[src/rtl/flash_update_seq.sv]
module flash_update_seq #(
  parameter int ADDR_W     = 24,
  parameter int LEN_W      = 17,
  parameter int PAGE_LG    = 8,
  parameter int SECT_LG    = 16,
  parameter int CNT_W      = 32,
  parameter int ERASE_WAIT = 35_000_000,
  parameter int PROG_WAIT  = 350_000,
  parameter int CS_GAP     = 10
) (
  input  logic              clk,
  input  logic              rst_n,
  input  logic              usr_start,
  input  logic [ADDR_W-1:0] usr_addr,
  input  logic [LEN_W-1:0]  usr_len,
  output logic              usr_busy,
  output logic              usr_done,
  output logic              usr_err,
  output logic [LEN_W-1:0]  src_idx,
  input  logic [7:0]        src_data,
  output logic              cmd_start,
  output logic [7:0]        cmd_op,
  output logic [ADDR_W-1:0] cmd_addr,
  output logic [LEN_W-1:0]  cmd_len,
  output logic [7:0]        cmd_wdata,
  input  logic              cmd_wr_req,
  input  logic              cmd_rd_vld,
  input  logic [7:0]        cmd_rdata,
  input  logic              cmd_done
);
  localparam int PAGE = 1 << PAGE_LG;
  localparam logic [7:0] OP_WREN = 8'h06, OP_SE = 8'hD8, OP_PP = 8'h02, OP_RD = 8'h03;

  typedef enum logic [2:0] {S_IDLE, S_ISSUE, S_WAIT, S_GAP, S_FIN} ph_t;
  typedef enum logic [2:0] {K_WEE, K_ERASE, K_WEP, K_PROG, K_READ} step_t;

  ph_t               ph;
  step_t             step;
  logic [ADDR_W-1:0] base, es_addr, pg_addr;
  logic [LEN_W-1:0]  len, rem, off;
  logic [CNT_W-1:0]  cnt;
  logic              err;

  wire [PAGE_LG:0]  room    = (PAGE_LG+1)'(PAGE) - {1'b0, pg_addr[PAGE_LG-1:0]};
  wire [LEN_W-1:0]  chunk   = (rem < LEN_W'(room)) ? rem : LEN_W'(room);
  wire [ADDR_W:0]   end_a   = {1'b0, base} + (ADDR_W+1)'(len);
  wire [ADDR_W:0]   nxt_sec = {({1'b0, es_addr[ADDR_W-1:SECT_LG]} + 1'b1), {SECT_LG{1'b0}}};
  wire [CNT_W-1:0]  hold    = (step == K_ERASE) ? CNT_W'(ERASE_WAIT) :
                              (step == K_PROG)  ? CNT_W'(PROG_WAIT)  : CNT_W'(CS_GAP);

  assign usr_busy  = (ph != S_IDLE);
  assign usr_done  = (ph == S_FIN);
  assign usr_err   = err;
  assign src_idx   = off;
  assign cmd_wdata = src_data;
  assign cmd_start = (ph == S_ISSUE);

  always_comb begin
    cmd_op   = OP_WREN;
    cmd_addr = '0;
    cmd_len  = '0;
    case (step)
      K_ERASE: begin cmd_op = OP_SE; cmd_addr = es_addr; end
      K_PROG:  begin cmd_op = OP_PP; cmd_addr = pg_addr; cmd_len = chunk; end
      K_READ:  begin cmd_op = OP_RD; cmd_addr = base;    cmd_len = len;   end
      default: ;
    endcase
  end

  always_ff @(posedge clk or negedge rst_n) begin
    if (!rst_n) begin
      ph <= S_IDLE; step <= K_WEE; base <= '0; es_addr <= '0; pg_addr <= '0;
      len <= '0; rem <= '0; off <= '0; cnt <= '0; err <= 1'b0;
    end else begin
      case (ph)
        S_IDLE: if (usr_start) begin
          base    <= usr_addr;
          len     <= usr_len;
          rem     <= usr_len;
          pg_addr <= usr_addr;
          es_addr <= {usr_addr[ADDR_W-1:SECT_LG], {SECT_LG{1'b0}}};
          off     <= '0;
          err     <= 1'b0;
          step    <= K_WEE;
          ph      <= (usr_len == '0) ? S_FIN : S_ISSUE;
        end
        S_ISSUE: ph <= S_WAIT;
        S_WAIT: begin
          if (cmd_wr_req) off <= off + 1'b1;
          if (cmd_rd_vld) begin
            if (cmd_rdata != src_data) err <= 1'b1;
            off <= off + 1'b1;
          end
          if (cmd_done) begin
            cnt <= hold;
            ph  <= S_GAP;
          end
        end
        S_GAP: if (cnt <= CNT_W'(1)) begin
          ph <= S_ISSUE;
          case (step)
            K_WEE:   step <= K_ERASE;
            K_ERASE: if (nxt_sec < end_a) begin
                       es_addr <= nxt_sec[ADDR_W-1:0];
                       step    <= K_WEE;
                     end else step <= K_WEP;
            K_WEP:   step <= K_PROG;
            K_PROG: begin
              pg_addr <= pg_addr + ADDR_W'(chunk);
              rem     <= rem - chunk;
              if (rem == chunk) begin step <= K_READ; off <= '0; end
              else step <= K_WEP;
            end
            default: ph <= S_FIN;
          endcase
        end else cnt <= cnt - 1'b1;
        default: ph <= S_IDLE;
      endcase
    end
  end

  logic [7:0]       last_op;
  logic [CNT_W-1:0] since, need;
  logic             pp_seen;

  always_ff @(posedge clk or negedge rst_n) begin
    if (!rst_n) begin
      last_op <= '0; since <= '1; need <= '0; pp_seen <= 1'b0;
    end else begin
      if (cmd_start) last_op <= cmd_op;
      if (cmd_done) begin
        since <= '0;
        need  <= (last_op == OP_SE) ? CNT_W'(ERASE_WAIT) :
                 (last_op == OP_PP) ? CNT_W'(PROG_WAIT) : CNT_W'(CS_GAP);
      end else if (since != '1) since <= since + 1'b1;
      if (cmd_start && cmd_op == OP_PP) pp_seen <= 1'b1;
      else if (usr_done) pp_seen <= 1'b0;
    end
  end

  p_accept_busy_r1: assert property (@(posedge clk) disable iff (!rst_n)
    usr_start && !usr_busy |=> usr_busy);
  p_wren_first_r2: assert property (@(posedge clk) disable iff (!rst_n)
    cmd_start && (cmd_op == OP_SE || cmd_op == OP_PP) |-> last_op == OP_WREN);
  p_erase_aligned_r3: assert property (@(posedge clk) disable iff (!rst_n)
    cmd_start && cmd_op == OP_SE |-> !pp_seen && cmd_addr[SECT_LG-1:0] == '0);
  p_page_fit_r4: assert property (@(posedge clk) disable iff (!rst_n)
    cmd_start && cmd_op == OP_PP |-> cmd_len != '0 &&
    (LEN_W+1)'(cmd_addr[PAGE_LG-1:0]) + (LEN_W+1)'(cmd_len) <= (LEN_W+1)'(PAGE));
  p_busy_wait_r5: assert property (@(posedge clk) disable iff (!rst_n)
    cmd_start && (last_op == OP_SE || last_op == OP_PP) |-> since >= need);
  p_cs_gap_r6: assert property (@(posedge clk) disable iff (!rst_n)
    cmd_start && (last_op == OP_WREN || last_op == OP_RD) |-> since >= CNT_W'(CS_GAP));
  p_done_pulse_r9: assert property (@(posedge clk) disable iff (!rst_n)
    usr_done |=> !usr_done && !usr_busy);
  p_empty_run_r10: assert property (@(posedge clk) disable iff (!rst_n)
    usr_start && !usr_busy && usr_len == '0 |=> usr_done && !cmd_start);
endmodule

[config.mk]
export PLATFORM = sky130hd
export DESIGN_NAME = flash_update_seq
export DESIGN_NICKNAME = d
export VERILOG_FILES = /design/src/rtl/flash_update_seq.sv
export SDC_FILE = /design/constraint.sdc
export NUM_CORES = 1
export LEC_CHECK = 0
export BUFFER_PORTS_ARGS = -buffer_cell sky130_fd_sc_hd__clkbuf_2
export CORE_AREA = 10 10 176 178
export CTS_CLUSTER_DIAMETER = 200
export DETAILED_ROUTE_END_ITERATION = 6
export DIE_AREA = 0 0 186 188
export PLACE_DENSITY = 0.57
export SLEW_MARGIN = 10
export SYNTH_ARGS = -nofsm -noshare
export SYNTH_HDL_FRONTEND = slang
export SYNTH_SLANG_ARGS = --single-unit
[constraint.sdc]
create_clock -name clk -period 5.21 [get_ports clk]
set_input_delay 0.7815 -clock clk [delete_from_list [all_inputs] [get_ports clk]]
set_output_delay 0.7815 -clock clk [all_outputs]
set_load 0.03 [all_outputs]
# Word level (Yosys, flattened, before mapping)
# Index checks and enable logic that the tools add are counted.
# word_totals
out_inout_bits	78
inputBits	63
elab_cells	104
reg_bits	162
# op_classes
n_mux	45
n_lt_le_gt_ge	3
eq_ne	22
reduce_logical	17
addsub	7
# ops
cell	n
$mux W17	10
$mux W24	7
$pmux W24 S2	2
$pmux W24 S3	1
$pmux W17 S2	2
$mux W32	2
$pmux W32 S2	1
$pmux W17 S3	1
$le A32 B1 Y1 const B	1
$sub A32 B1 Y32 const B	1
$mux W26	1
$add A24 B17 Y25	1
$lt A25 B25 Y1	1
$add A24 B17 Y24	1
$mux W3	8
$pmux W3 S4	2
$pmux W8 S3	1
$ne A2 B2 Y1 const B	10
$mux W19	1
$add A17 B1 Y17 const B	1
$eq A17 B17 Y1	1
$logic_not A17 Y1	1
$lt A17 B9 Y1	1
$sub A17 B17 Y17	1
21 further kinds	35

# Depth between registers and ports, before layout
# Gate-level depths: netlist of run 1.
# depth
ltp_word	8
depth_mapped	24
ltp_nobuf	23

# Worst setup path after synthesis of run 1
# No wires, ideal clock.
# synth_path
path_kind	reg-to-reg
start	register pg_addr[1]
end	register pg_addr[22]
n_path_buf	1
setup_ns	0.077
arrival_ns	4.646
period_less_slack_ns	4.723
path_stages_with_launch	24
required_time_ns	5.133
setup_slack_ns	0.487
path_cell_list	dfrtp_1 -> inv_1 -> ha_1 -> inv_1 -> ha_1 -> a21boi_0 -> o21ai_0 -> a21boi_0 -> o21ai_0 -> a21o_1 -> a21oi_1 -> clkbuf_1 -> mux2i_1 -> inv_1 -> fa_1 -> a21o_1 -> a21oi_1 -> o31ai_1 -> a21oi_1 -> a21oi_1 -> o41ai_1 -> nand2b_1 -> o22ai_1 -> a21oi_1
# synth_via
elab_chain_len	7
# synth_rtl
item	line_no	text
start: declaration	39	logic [ADDR_W-1:0] base, es_addr, pg_addr;
start signal: assignment	80	pg_addr <= usr_addr;
start signal: assignment	109	pg_addr <= pg_addr + ADDR_W'(chunk);
$sub A9 B8 Y9	44	wire [PAGE_LG:0] room = (PAGE_LG+1)'(PAGE) - {1'b0, pg_addr[PAGE_LG-1:0]};
$lt A17 B9 Y1	45	wire [LEN_W-1:0] chunk = (rem < LEN_W'(room)) ? rem : LEN_W'(room);
$mux W17	45	
$add A24 B17 Y24 (*)	109	
$mux W24 (*)	101	case (step)
$mux W24 (*)	99	S_GAP: if (cnt <= CNT_W'(1)) begin
$pmux W24 S2 (*)	75	case (ph)
# Every way passes the cells marked *; elsewhere a longest branch is shown, timed or not. The select of a mux whose other input is x is not followed.
# A chain may end at the register's enable or synchronous reset.

# Final worst setup path of run 1
# layout_path
start	register base[1]
end	register es_addr[20]
# layout_via
elab_chain_len	4
# layout_rtl
item	line_no	text
start: declaration	39	
start signal: assignment	77	base <= usr_addr;
$add A24 B17 Y25	46	wire [ADDR_W:0] end_a = {1'b0, base} + (ADDR_W+1)'(len);
$lt A25 B25 Y1	103	K_ERASE: if (nxt_sec < end_a) begin
$ne A2 B2 Y1 (no source line)	n/a	
$reduce_and A5 Y1 (no source line)	n/a	
end signal: assignment	81	es_addr <= {usr_addr[ADDR_W-1:SECT_LG], {SECT_LG{1'b0}}};
end signal: assignment	104	es_addr <= nxt_sec[ADDR_W-1:0];
end: declaration	39	
# No other way between the ends.

==> results of run 1 <==
-- Yosys cell counts, drive strengths merged (3+ instances only) --
master	n	share of area
a211oi	9	0.0067
a21boi	7	0.0049
a21o	17	0.012
a21oi	103	0.049
a22o	16	0.013
a22oi	5	0.0035
a31o	3	0.0024
a31oi	24	0.014
and2	16	0.0092
and3	21	0.012
buf	20	0.012
clkbuf	46	0.016
dfrtp	146	0.34
fa	3	0.0055
ha	65	0.075
inv	64	0.022
mux2	36	0.038
mux2i	28	0.026
nand2	105	0.036
nand2b	23	0.013
nand3	16	0.0074
nand4	12	0.0081
nand4b	3	0.0024
nor2	126	0.044
nor2b	11	0.0064
nor3	33	0.015
nor3b	4	0.0028
nor4	22	0.017
o211ai	4	0.0028
o21a	3	0.0021
o21ai	143	0.066
o21bai	5	0.0035
o221ai	3	0.0024
o22a	5	0.0040
o22ai	11	0.0064
o2bb2ai	7	0.0057
o31ai	7	0.0049
o41ai	3	0.0031
or2	6	0.0035
or3	18	0.010
or4	5	0.0038
xnor2	33	0.027
xor2	24	0.019
-- registers in the layout, summed over array words and instances (netlist names) --
name,count
cnt,32
es_addr,8
ph,3
step,3
src_idx,17
usr_err,1
pg_addr,24
base,24
len,17
rem,17
-- worst paths after layout --
kind | startpoint | slack, ns | to
worst max-delay path | base[1] | 0.22 | es_addr[20]
worst min-delay path | rst_n | 0.26 | src_idx[16]
max in group asynchronous | rst_n | 3.83 | len[11]
worst min register to register | src_idx[16] | 0.48 | src_idx[16]
worst max register to register | base[1] | 0.22 | es_addr[20]
min in group clk | src_idx[16] | 0.48 | src_idx[16]
-- power breakdown --
group	internal [mW]	switching, mW
clock	0.661	0.638
combinational	1.04	1.57
sequential	1.35	0.269
total	3.05	2.48
-- layout make-up --
class / count / area share
Inverter: 64 / 0.0189
Sequential cell: 146 / 0.287
Multi-Input combinational cell: 1022 / 0.537
Clock buffer: 17 / 0.0334
Timing Repair Buffer: 169 / 0.0732
Tap cell: 346 / 0.0340
Clock inverter: 15 / 0.0164
-- metrics by stage --
| step | instances | area [um2] | setup WS [ns] |
|---|---|---|---|
| after floorplan | 1298 | 10900 | 0.487 |
| after global placement | 1743 | 11900 | -0.00401 |
| after detailed placement | 1743 | 11900 | -0.0343 |
| after CTS | 1775 | 12500 | 0.0209 |
| after global routing | 1779 | 12700 | -0.0237 |
| final | 1779 | 12700 | 0.221 |
-- worst reg2reg max path, cell delays in order, from the launching register on --
cell       delay, ns
dfrtp_1         0.43
ha_1            0.36
a211oi_4        0.35
nor4_4          0.11
o31ai_4         0.26
a31oi_2         0.14
or3_1           0.35
a21oi_2         0.19
a2bb2oi_2       0.24
nor2_1          0.09
xnor2_1         0.15
ha_1            0.30
nand4_1         0.14
nor2_2          0.15
and4b_1         0.21
nand4_1         0.10
nand3b_1        0.24
nor4_4          0.35
a31oi_4         0.16
a21oi_4         0.25
buf_6           0.17
mux2i_1         0.20
-- layout by cell type (no fill, tap or decap), types with 6 or more instances in the layout --
master and instances:
o21ai_1 47, clkinv_8 9, o22ai_1 11, nor3_1 32, and3_1 21, mux2_2 35
buf_4 29, a21oi_1 95, a21boi_0 7, nand2b_1 23, inv_1 64, nand4_1 10
a21oi_2 7, nand2_1 104, o2bb2ai_1 7, nand3_1 15, conb_1 9, nor4_1 17
o21ai_0 95, a31oi_1 21, nor2b_1 10, dfrtp_1 144, xor2_1 24, ha_1 64
clkbuf_16 17, and2_1 15, o31ai_1 6, a22o_1 16, xnor2_1 33, or3_1 17
mux2i_1 27, a21o_1 17, a211oi_1 8, nor2_1 125, clkbuf_2 138
-- cell families (layout without fill, tap and decap cells) --
kind of cell    Yosys count  after routing  synth area share
other cells               1              9          0.000347
flops                   146            146             0.338
simple gates            429            429             0.198
compound gates          395            395             0.223
buf+inv                 130            265            0.0502
mux                      64             64            0.0637
xor+xnor                 57             57            0.0461
fa+ha+maj                68             68            0.0807
-- metal layers --
| metal | share of wire | GRT usage | vias up |
|---|---|---|---|
| met3 | 0.058 | 0.0371 | 38 |
| li1 | - | - | 4918 |
| met1 | 0.47 | 0.263 | 4907 |
| met2 | 0.45 | 0.293 | 272 |
| met4 | 0.019 | 0.0512 | 0 |
| met5 | 0 | 0 | - |
-- timing repair --
action | in CTS | in global routing
resized for setup | 1 | 31
hold endpoints to repair | 0 | 0
endpoints found under the setup margin | 6 | 38
buffers inserted | 0 | 4
pin swaps | 0 | 8
==> impl_results.md, run 1 <==
- Buf/Inv on CP: 1
- # diodes: 0
- CP endpoint kind: flip-flop
- PwrDens: 435 nW/um2
- Total GRT Usage: 0.190
- Vias: 10100
- Setup TNS: 0 ns
- Final setup fails: 0
- Synth-to-Final Area Change: 17.5%
- Post-layout min period: 4.99 ns
- Fmax: 200 MHz
- Worst path top cell family by delay: simple AND/OR/NAND/NOR gates
- Leak: 5.92 nW
- Antenna-violating nets left: 0
- Clock Path Buffers: 2
- DRC Markers: 0
- Slew Viols, Final: 0
- Flops & latches, synth: 146
- Worst Path Arrival: 5.35 ns
- Most used flip-flop cell after synthesis: dfrtp_1
- Final count of hold timing violations: 0
- Distinct cell type count after synthesis: 78
- Area of the multi-input gates: 6820 um2
- Vias/cell: 5.70
- Cells along the critical path: ha_1 > a211oi_4 > nor4_4 > o31ai_4 > a31oi_2 > or3_1 > a21oi_2 > a2bb2oi_2 > nor2_1 > xnor2_1 > ha_1 > nand4_1 > nor2_2 > and4b_1 > nand4_1 > nand3b_1 > nor4_4 > a31oi_4 > a21oi_4 > buf_6 > mux2i_1
- Num CTS Buffers: 17
- Number of detailed-route iterations in the first pass: 5
- Die area: 35000 um2
- Syn Inst Count: 1290
- Hold_ws: 0.256 ns
- Synth async-reset ratio: 1.00
- Initial drt markers: 842
- Final core utilization: 0.463
- Actual slew at the worst max-slew pin: 0.975 ns
- Critical path class: flip-flop to flip-flop
- Fraction of layout cells with a size suffix above 1: 0.199
- First-pass GRT wire length: 53600 um
- Starting Density: 0.394
- Register area: 3660 um2
- Mean post-synth cell area: 8.39 um2
- Clk_skew: 0.0214 ns
- DP Wirelength: 25100 um
- WL/cell: 19.1 um
- Path depth of the worst reg2reg path: 21
- Die width: 186 um
- Vias in the first global route: 9807
- Clk slew on worst S/H paths: 0.09 ns
- Max cap viols: 0
- Worst vdd ir: 216 uV
- Port bufs: 139
- Crit share post-route: 0.957
- Final WL: 34000 um
- Num rows: 61
- Max_slew headroom: 0.347
- Final global-route overflow total: 0
- Critical path's slowest cell: dfrtp_1
- Register area share after synthesis: 0.338
- Max FO, Critical Path: 5
- CP max stage delay: 0.43 ns
- H-tree depth: 4
- Largest net degree at the start of global routing: 77
- I/O Pins: 141
- Fillers: 2713
- Post-synth EDFFs: 0
- Critical path launch point type: flip-flop
- Fin nets: 1551
- Root Driver: clkbuf_16
- Synth Cell Area: 10800 um2
- Die height: 188 um
- Worst EP required: 5.57 ns
- Yosys warns: 0
- Initial antenna violation count: 0
- Core area: 27500 um2
- Levels on crit path: 21
- Routability cong.: 0.881
- Worst-Skew Late Latency: 0.45 ns
- Total design power: 5.53 mW
- Status: completed
- Hold Path Class: input pin to async pin
- Hold Buf Count CTS: 0
- Clock tree sinks: 146
- CTS tree: built
No activity file was read; power rests on OpenSTA's default activity.
==> inputs of run 2 (changes only) <==
--- a/config.mk
+++ b/config.mk
@@ -5,11 +5,12 @@
 export SDC_FILE = /design/constraint.sdc
 export NUM_CORES = 1
 export LEC_CHECK = 0
+export ABC_AREA = 1
 export BUFFER_PORTS_ARGS = -buffer_cell sky130_fd_sc_hd__clkbuf_2
-export CORE_AREA = 10 10 176 178
+export CORE_AREA = 10 10 181 183
 export CTS_CLUSTER_DIAMETER = 200
 export DETAILED_ROUTE_END_ITERATION = 6
-export DIE_AREA = 0 0 186 188
+export DIE_AREA = 0 0 191 193
 export PLACE_DENSITY = 0.57
 export SLEW_MARGIN = 10
 export SYNTH_ARGS = -nofsm -noshare
==> run 2 against run 1 <==
  * Worst setup slack gained 0.15 ns
  * Clock skew decreased by 0.0093 ns
  * Area after synthesis is 6.8% higher
  * Synthesized cell count increased by 32%
  * Non-clock buffer count fell by 17
  * Flip-flop and latch count unchanged
  * Critical path type unchanged
  * Critical endpoint is now pg_addr[12]
  * Largest cell class unchanged
==> impl_results.md, run 2 <==
- Final WL: 37800 um (was 34000 um)
- Final setup margin: 0.367 ns (was 0.221 ns)
- Leading cell type in the layout, fill and taps excluded: nand2_1 (was dfrtp_1)
- Syn Inst Count: 1697 (was 1290)
- Slew Viols, Final: 0 (unchanged)
- WL/cell: 17.0 um (was 19.1 um)
- Critical path class: flip-flop to flip-flop (unchanged)
- Flops & latches, synth: 146 (unchanged)
- Buf/Inv on CP: 2 (was 1)
- Max_slew headroom: 0.421 (was 0.347)
- Post-Place Setup Slack: 0.0812 ns (was -0.0343 ns)
- Die width: 191 um (was 186 um)
- Antenna-violating nets left: 0 (unchanged)
- Largest net degree at the start of global routing: 90 (was 77)
- Clock Path Buffers: 2 (unchanged)
- Worst path top cell family by delay: simple AND/OR/NAND/NOR gates (unchanged)
- Core area: 29200 um2 (was 27500 um2)
- CP max stage delay: 0.44 ns (was 0.43 ns)
- Total GRT Usage: 0.204 (was 0.190)
- Synth Cell Area: 11600 um2 (was 10800 um2)
- Die area: 36900 um2 (was 35000 um2)
- PwrDens: 694 nW/um2 (was 435 nW/um2)
- CTS tree: built (unchanged)
- Most used flip-flop cell after synthesis: dfrtp_1 (unchanged)
- Critical path's slowest cell: dfrtp_1 (unchanged)
- Root Driver: clkbuf_16 (unchanged)
- Initial antenna violation count: 0 (unchanged)
- Fraction of layout cells with a size suffix above 1: 0.126 (was 0.199)
- Leak: 6.81 nW (was 5.92 nW)
- Post-layout min period: 4.84 ns (was 4.99 ns)
- Clk slew on worst S/H paths: 0.07 ns (was 0.09 ns)
- Crit share post-route: 0.930 (was 0.957)
- Critical path launch point type: flip-flop (unchanged)
- Synth async-reset ratio: 1.00 (unchanged)
- Number of detailed-route iterations in the first pass: 7 (was 5)
- Number of flip-flops in the largest register: 32 (unchanged)
- Hold Path Class: input pin to async pin (unchanged)
- Placed insts: 2187 (was 1743)
- Status: completed (unchanged)
- First-pass GRT wire length: 59900 um (was 53600 um)
- Share of the synthesized area in the top cell type: 0.316 (was 0.338)
- Final setup fails: 0 (unchanged)
- Final global-route overflow total: 0 (unchanged)
- Vias/cell: 5.21 (was 5.70)
- H-tree depth: 4 (unchanged)
- Clock power frac: 0.148 (was 0.235)
- Clock tree sinks: 146 (unchanged)
- Int Pwr: 4.33 mW (was 3.05 mW)
- Most numerous cell in the Yosys netlist: nand2_1 (was dfrtp_1)
- Mean post-synth cell area: 6.81 um2 (was 8.39 um2)
- Synth-to-Final Area Change: 14.6% (was 17.5%)
- # diodes: 0 (unchanged)
- Final std cells w/o fill: 2221 (was 1779)
- Port bufs: 139 (unchanged)
- Worst-Skew Late Latency: 0.44 ns (was 0.45 ns)
- Vias: 11600 (was 10100)
- Max FO, Critical Path: 6 (was 5)
- CP endpoint kind: flip-flop (unchanged)
- Post-synth EDFFs: 0 (unchanged)
- Starting Density: 0.395 (was 0.394)
- Area contributors post-synth: dfrtp_1 32%, nand2_1 13%, inv_1 7.4%, ha_1 7.0%, o21ai_0 5.4% (was dfrtp_1 34%, ha_1 7.5%, a21oi_1 4.7%, o21ai_0 4.4%, nor2_1 4.4%)
- Fmax: 206 MHz (was 200 MHz)
- Yosys warns: 0 (unchanged)
- Psw: 4.86 mW (was 2.48 mW)
- Max cap viols: 0 (unchanged)
- Fin nets: 1949 (was 1551)
- Worst vdd ir: 299 uV (was 216 uV)
- Routability cong.: 0.939 (was 0.881)
- Worst Path Arrival: 5.17 ns (was 5.35 ns)
- Worst EP required: 5.53 ns (was 5.57 ns)
- Cells along the critical path: nor3_1 > nand2_1 > nor2_1 > nand3_1 > xor2_1 > ha_1 > nand2_1 > o21ai_0 > nor4_2 > nand2_2 > inv_1 > or2_2 > o21a_1 > inv_1 > ha_1 > a21oi_1 > o21ai_0 > a21oi_1 > o21ai_0 > nand2_1 > nand2_1 > or2_2 > a21oi_1 > o21ai_1 (was ha_1 > a211oi_4 > nor4_4 > o31ai_4 > a31oi_2 > or3_1 > a21oi_2 > a2bb2oi_2 > nor2_1 > xnor2_1 > ha_1 > nand4_1 > nor2_2 > and4b_1 > nand4_1 > nand3b_1 > nor4_4 > a31oi_4 > a21oi_4 > buf_6 > mux2i_1)
- Hold Buf Count CTS: 0 (unchanged)
- DP Wirelength: 28900 um (was 25100 um)
- Die height: 193 um (was 188 um)
- Register area share after synthesis: 0.316 (was 0.338)
- Fraction of power spent switching nets: 0.529 (was 0.448)
- Top flop regs: cnt (32), base (24), pg_addr (24) (unchanged)
- Most common library cells after synthesis: 415 x nand2_1, 229 x inv_1, 164 x nor2_1 (was 146 x dfrtp_1, 126 x nor2_1, 105 x nand2_1)
- Area leader, netlist: dfrtp_1 (unchanged)
- I/O Pins: 141 (unchanged)
- Distinct cell type count after synthesis: 55 (was 78)
- Num rows: 63 (was 61)
- DRC Markers: 0 (unchanged)
- Critical path's most frequent cell: nand2_1
- Flop pwr share: 0.222 (was 0.293)
- Actual slew at the worst max-slew pin: 0.868 ns (was 0.975 ns)
- Register with the most flip-flops: cnt (unchanged)
- Initial drt markers: 899 (was 842)
- Final count of hold timing violations: 0 (unchanged)
- Clk_skew: 0.0121 ns (was 0.0214 ns)
- Most frequent cells in the layout: 414 x nand2_1, 229 x inv_1, 162 x nor2_1, 146 x dfrtp_1, 138 x clkbuf_2 (was 144 x dfrtp_1, 138 x clkbuf_2, 125 x nor2_1, 104 x nand2_1)
- Vias in the first global route: 11100 (was 9807)
- Gate power share: 0.630 (was 0.472)
- Num CTS Buffers: 17 (unchanged)
## run 2: final timing paths
kind	start	end	slack, ns	cells after the start
setup / recovery	pg_addr[1]	pg_addr[12]	0.37	24
min in group clk	es_addr[23]	es_addr[23]	0.48	2
hold / removal	rst_n	rem[4]	0.41	1
setup reg to reg	pg_addr[1]	pg_addr[12]	0.37	24
hold reg to reg	es_addr[23]	es_addr[23]	0.48	2
max in group asynchronous	rst_n	src_idx[1]	3.79	2
## run 2: logic make-up (layout without fill, tap and decap cells)
logic type,count (synthesis),in the layout,synth area share
adders and majority gates,68,68,0.0756
AOI/OAI and AO/OA,333,333,0.163
and+or+nand+nor,792,793,0.295
DFF,146,146,0.316
other,1,9,0.000325
xor gates and xnor gates,60,60,0.0455
buffers and inverters,297,422,0.105
## run 2: repair_timing
item                                    CTS  global route
resized for setup                         0             9
hold endpoints to repair                  0             0
setup buffers                             0             1
endpoints found under the setup margin    0            38
## run 2: power by group through the flow
stage / clock network, mW / logic, mW / registers (mW)
6_report: 1.36 / 5.79 / 2.04
5_1_grt: 1.43 / 6.58 / 2.09
4_1_cts: 1.38 / 5.73 / 2.02
3_5_place_dp: 0 / 5.69 / 2.03
3_3_place_gp: 0 / 5.66 / 2.03
2_1_floorplan: 0 / 4.35 / 1.91
## run 2: routing by layer
layer / vias to the layer above / wire length (um) / GRT usage
met4: 0 / 614 / 0.0521
met5: - / 0 / 0
met3: 40 / 2090 / 0.0396
met2: 298 / 17200 / 0.327
met1: 5444 / 17800 / 0.277
li1: 5789 / - / -
## run 2: final cells by class
cell class              count  area [um2]
clock buffers              20         457
clock inverters            12         180
fillers                  3011       16000
inverters                 238         893
multi-input cells        1263        6770
flip-flops and latches    146        3650
well taps                 390         488
repair buffers            152         803
## run 2: stage by stage
stage	util	power [mW]	cell area [um2]	setup TNS [ns]	hold slack (ns)
finish	0.453	9.19	13200	0	0.413
global route	0.453	10.1	13200	-0.748	0.483
CTS	0.451	9.14	13200	0	0.445
detailed placement	0.430	7.73	12600	0	0.465
global placement	0.430	7.69	12600	0	0.459
floorplan	-	6.25	11600	0	0.442
## run 2: worst register-to-register path: stages (launching register included)
cell	delay [ns]
dfrtp_1	0.44
nor3_1	0.31
nand2_1	0.12
nor2_1	0.20
nand3_1	0.13
xor2_1	0.23
ha_1	0.27
nand2_1	0.07
o21ai_0	0.12
nor4_2	0.31
nand2_2	0.20
inv_1	0.18
or2_2	0.13
o21a_1	0.19
inv_1	0.07
ha_1	0.33
a21oi_1	0.22
o21ai_0	0.14
a21oi_1	0.17
o21ai_0	0.21
nand2_1	0.11
nand2_1	0.08
or2_2	0.28
a21oi_1	0.15
o21ai_1	0.08
==> inputs of run 3 (changes only) <==
--- a/config.mk
+++ b/config.mk
@@ -7,10 +7,10 @@
 export LEC_CHECK = 0
 export ABC_AREA = 1
 export BUFFER_PORTS_ARGS = -buffer_cell sky130_fd_sc_hd__clkbuf_2
-export CORE_AREA = 10 10 181 183
-export CTS_CLUSTER_DIAMETER = 200
+export CORE_AREA = 2 2 173 175
+export CTS_CLUSTER_DIAMETER = 100
 export DETAILED_ROUTE_END_ITERATION = 6
-export DIE_AREA = 0 0 191 193
+export DIE_AREA = 0 0 175 177
 export PLACE_DENSITY = 0.57
 export SLEW_MARGIN = 10
 export SYNTH_ARGS = -nofsm -noshare
==> run 3 against run 2 <==
  * Worst hold slack worse by 0.0079 ns
  * Routed wire length is 2.2% lower
  * Cell count is 0.41% higher
  * Critical path depth is 2 higher
  * First-iteration DRC count is 8.1% higher
  * Clock-buffer cell count is 2 lower
  * Worst setup slack better by 0.023 ns
  * Core utilization is 0.22 points higher
==> impl_results.md, run 3 (synthesized netlist as in run 2, its figures left out) <==
- Status: completed (unchanged)
- Num rows: 63 (unchanged)
- Starting Density: 0.395 (unchanged)
- Psw: 4.92 mW (was 4.86 mW)
- Final setup fails: 0 (unchanged)
- Dpl cell area: 12600 um2 (unchanged)
- First-pass GRT wire length: 59000 um (was 59900 um)
- Clk_skew: 0.0212 ns (was 0.0121 ns)
- WL/cell: 16.6 um (was 17.0 um)
- Final setup margin: 0.390 ns (was 0.367 ns)
- Gate power share: 0.644 (was 0.630)
- Fmax: 207 MHz (was 206 MHz)
- Hold Path Class: input pin to async pin (unchanged)
- Fraction of layout cells with a size suffix above 1: 0.136 (was 0.126)
- CP endpoint kind: flip-flop (unchanged)
- Routability cong.: 0.967 (was 0.939)
- Fraction of power spent switching nets: 0.534 (was 0.529)
- # diodes: 0 (unchanged)
- Leading cell type in the layout, fill and taps excluded: nand2_1 (unchanged)
- Flop pwr share: 0.222 (about the same)
- Die width: 175 um (was 191 um)
- Leak: 6.83 nW (was 6.81 nW)
- Final WL: 37000 um (was 37800 um)
- Total GRT Usage: 0.242 (was 0.204)
- Die height: 177 um (was 193 um)
- Num CTS Buffers: 17 (unchanged)
- Clock tree sinks: 146 (unchanged)
- Slew Viols, Final: 0 (unchanged)
- DRC Markers: 0 (unchanged)
- Fin area: 13300 um2 (was 13200 um2)
- DP Wirelength: 28100 um (was 28900 um)
- Hold Buf Count CTS: 0 (unchanged)
- Number of detailed-route iterations in the first pass: 5 (was 7)
- Clock Path Buffers: 2 (unchanged)
- Vias: 11800 (was 11600)
- Final global-route overflow total: 0 (unchanged)
- Actual slew at the worst max-slew pin: 0.838 ns (was 0.868 ns)
- Core area: 29200 um2 (unchanged)
- Register area: 3650 um2 (unchanged)
- Max_slew headroom: 0.442 (was 0.421)
- Area of the multi-input gates: 6810 um2 (was 6770 um2)
- Root Driver: clkbuf_16 (unchanged)
- Synth-to-Final Area Change: 15.2% (was 14.6%)
- Critical path launch point type: flip-flop (unchanged)
- Most frequent cells in the layout: 414 x nand2_1, 228 x inv_1, 162 x nor2_1, 146 x dfrtp_1, 138 x clkbuf_2 (was 414 x nand2_1, 229 x inv_1, 162 x nor2_1, 146 x dfrtp_1, 138 x clkbuf_2)
- Number of flip-flops in the largest register: 32 (unchanged)
- Antenna-violating nets left: 0 (unchanged)
- Fin nets: 1959 (was 1949)
- Total design power: 9.21 mW (was 9.19 mW)
- Final count of hold timing violations: 0 (unchanged)
- Crit share post-route: 0.925 (was 0.930)
- Critical path class: flip-flop to flip-flop (unchanged)
- Setup TNS: 0 ns (unchanged)
- Max cap viols: 0 (unchanged)
- Worst-Skew Late Latency: 0.45 ns (was 0.44 ns)
- Clock power frac: 0.134 (was 0.148)
- I/O Pins: 141 (unchanged)
- Worst EP required: 5.57 ns (was 5.53 ns)
- Initial drt markers: 972 (was 899)
- Post-layout min period: 4.82 ns (was 4.84 ns)
- Int Pwr: 4.29 mW (was 4.33 mW)
- Top flop regs: cnt (32), base (24), pg_addr (24) (unchanged)
- Clk slew on worst S/H paths: 0.08 ns (was 0.07 ns)
- Fillers: 3053 (was 3011)
- Worst vdd ir: 284 uV (was 299 uV)
- Vias/cell: 5.27 (was 5.21)
- H-tree depth: 4 (unchanged)
- CTS tree: built (unchanged)
- Post-Place Setup Slack: 0.116 ns (was 0.0812 ns)
- Largest net degree at the start of global routing: 84 (was 90)
- Worst Path Arrival: 5.18 ns (was 5.17 ns)
- Max FO, Critical Path: 13 (was 6)
- Vias in the first global route: 11100 (about the same)
- Register with the most flip-flops: cnt (unchanged)
- Port bufs: 139 (unchanged)
- Final core utilization: 0.455 (was 0.453)
- Die area: 31000 um2 (was 36900 um2)
- PwrDens: 692 nW/um2 (was 694 nW/um2)
- Initial antenna violation count: 0 (unchanged)
[run 3: cell types whose count changed in the layout (fill, tap and decap cells not counted), sizes merged]
cell,change
inv,+1
clkbuf,-2
bufinv,-2
clkinvlp,+1
buf,+10
clkinv,+1
[run 3: routing by layer]
metal  track usage  share of wire  wire length, um
met4        0.0622          0.017              631
met5             0              0                0
met3        0.0346          0.058             2150
met2         0.382           0.45            16600
met1         0.349           0.48            17600
[run 3: critical path, cell delays in order, from the launching register on]
cell,delay (ns)
dfrtp_1,0.41
inv_1,0.15
ha_1,0.22
nand3_2,0.16
nor3_2,0.17
xor2_1,0.21
ha_1,0.27
a21oi_1,0.14
o21ai_0,0.11
nor4_2,0.36
buf_4,0.17
nand2_1,0.14
o21a_1,0.23
ha_1,0.34
nand2_1,0.06
inv_1,0.07
nand2_1,0.06
nor2_1,0.12
nand4_1,0.22
nand2_1,0.14
o2111ai_1,0.16
nor2_4,0.22
buf_6,0.18
nand2_2,0.08
nor2_2,0.12
a21oi_1,0.09
nor3_2,0.10
[run 3: through the flow]
stage | hold WS, ns | instances
floorplan | 0.442 | 1705
global placement | 0.459 | 2187
detailed placement | 0.458 | 2187
CTS | 0.440 | 2218
global route | 0.473 | 2230
finish | 0.405 | 2230
[run 3: timing repair]
item / in CTS / in global routing
setup endpoints to repair: 0 / 41
gates resized for setup: 0 / 23
buffers inserted: 0 / 11
[run 3: cell type report]
| class | instances | share of cell area |
|---|---|---|
| multi-input cells | 1263 | 0.512 |
| flip-flops and latches | 146 | 0.275 |
| inverters | 238 | 0.0671 |
| repair buffers | 162 | 0.0669 |
| well taps | 390 | 0.0367 |
| clock buffers | 18 | 0.0323 |
| clock inverters | 13 | 0.0103 |
[run 3: final timing paths]
kind / endpoint / from / slack, ns / cells after the start
min in group clk: es_addr[23] / es_addr[23] / 0.48 / 2
max reg2reg: src_idx[16] / pg_addr[0] / 0.39 / 26
max: src_idx[16] / pg_addr[0] / 0.39 / 26
min reg2reg: es_addr[23] / es_addr[23] / 0.48 / 2
min: rem[0] / rst_n / 0.40 / 1
max in group asynchronous: len[14] / rst_n / 3.76 / 2
[run 3: power groups by stage]
| stage | Clock (mW) | Sequential (mW) | Combinational, mW |
|---|---|---|---|
| 2_1_floorplan | 0 | 1.91 | 4.35 |
| 3_3_place_gp | 0 | 2.03 | 5.65 |
| 6_report | 1.23 | 2.04 | 5.93 |
| 4_1_cts | 1.26 | 2.02 | 5.71 |
| 3_5_place_dp | 0 | 2.03 | 5.68 |
| 5_1_grt | 1.31 | 2.09 | 6.74 |
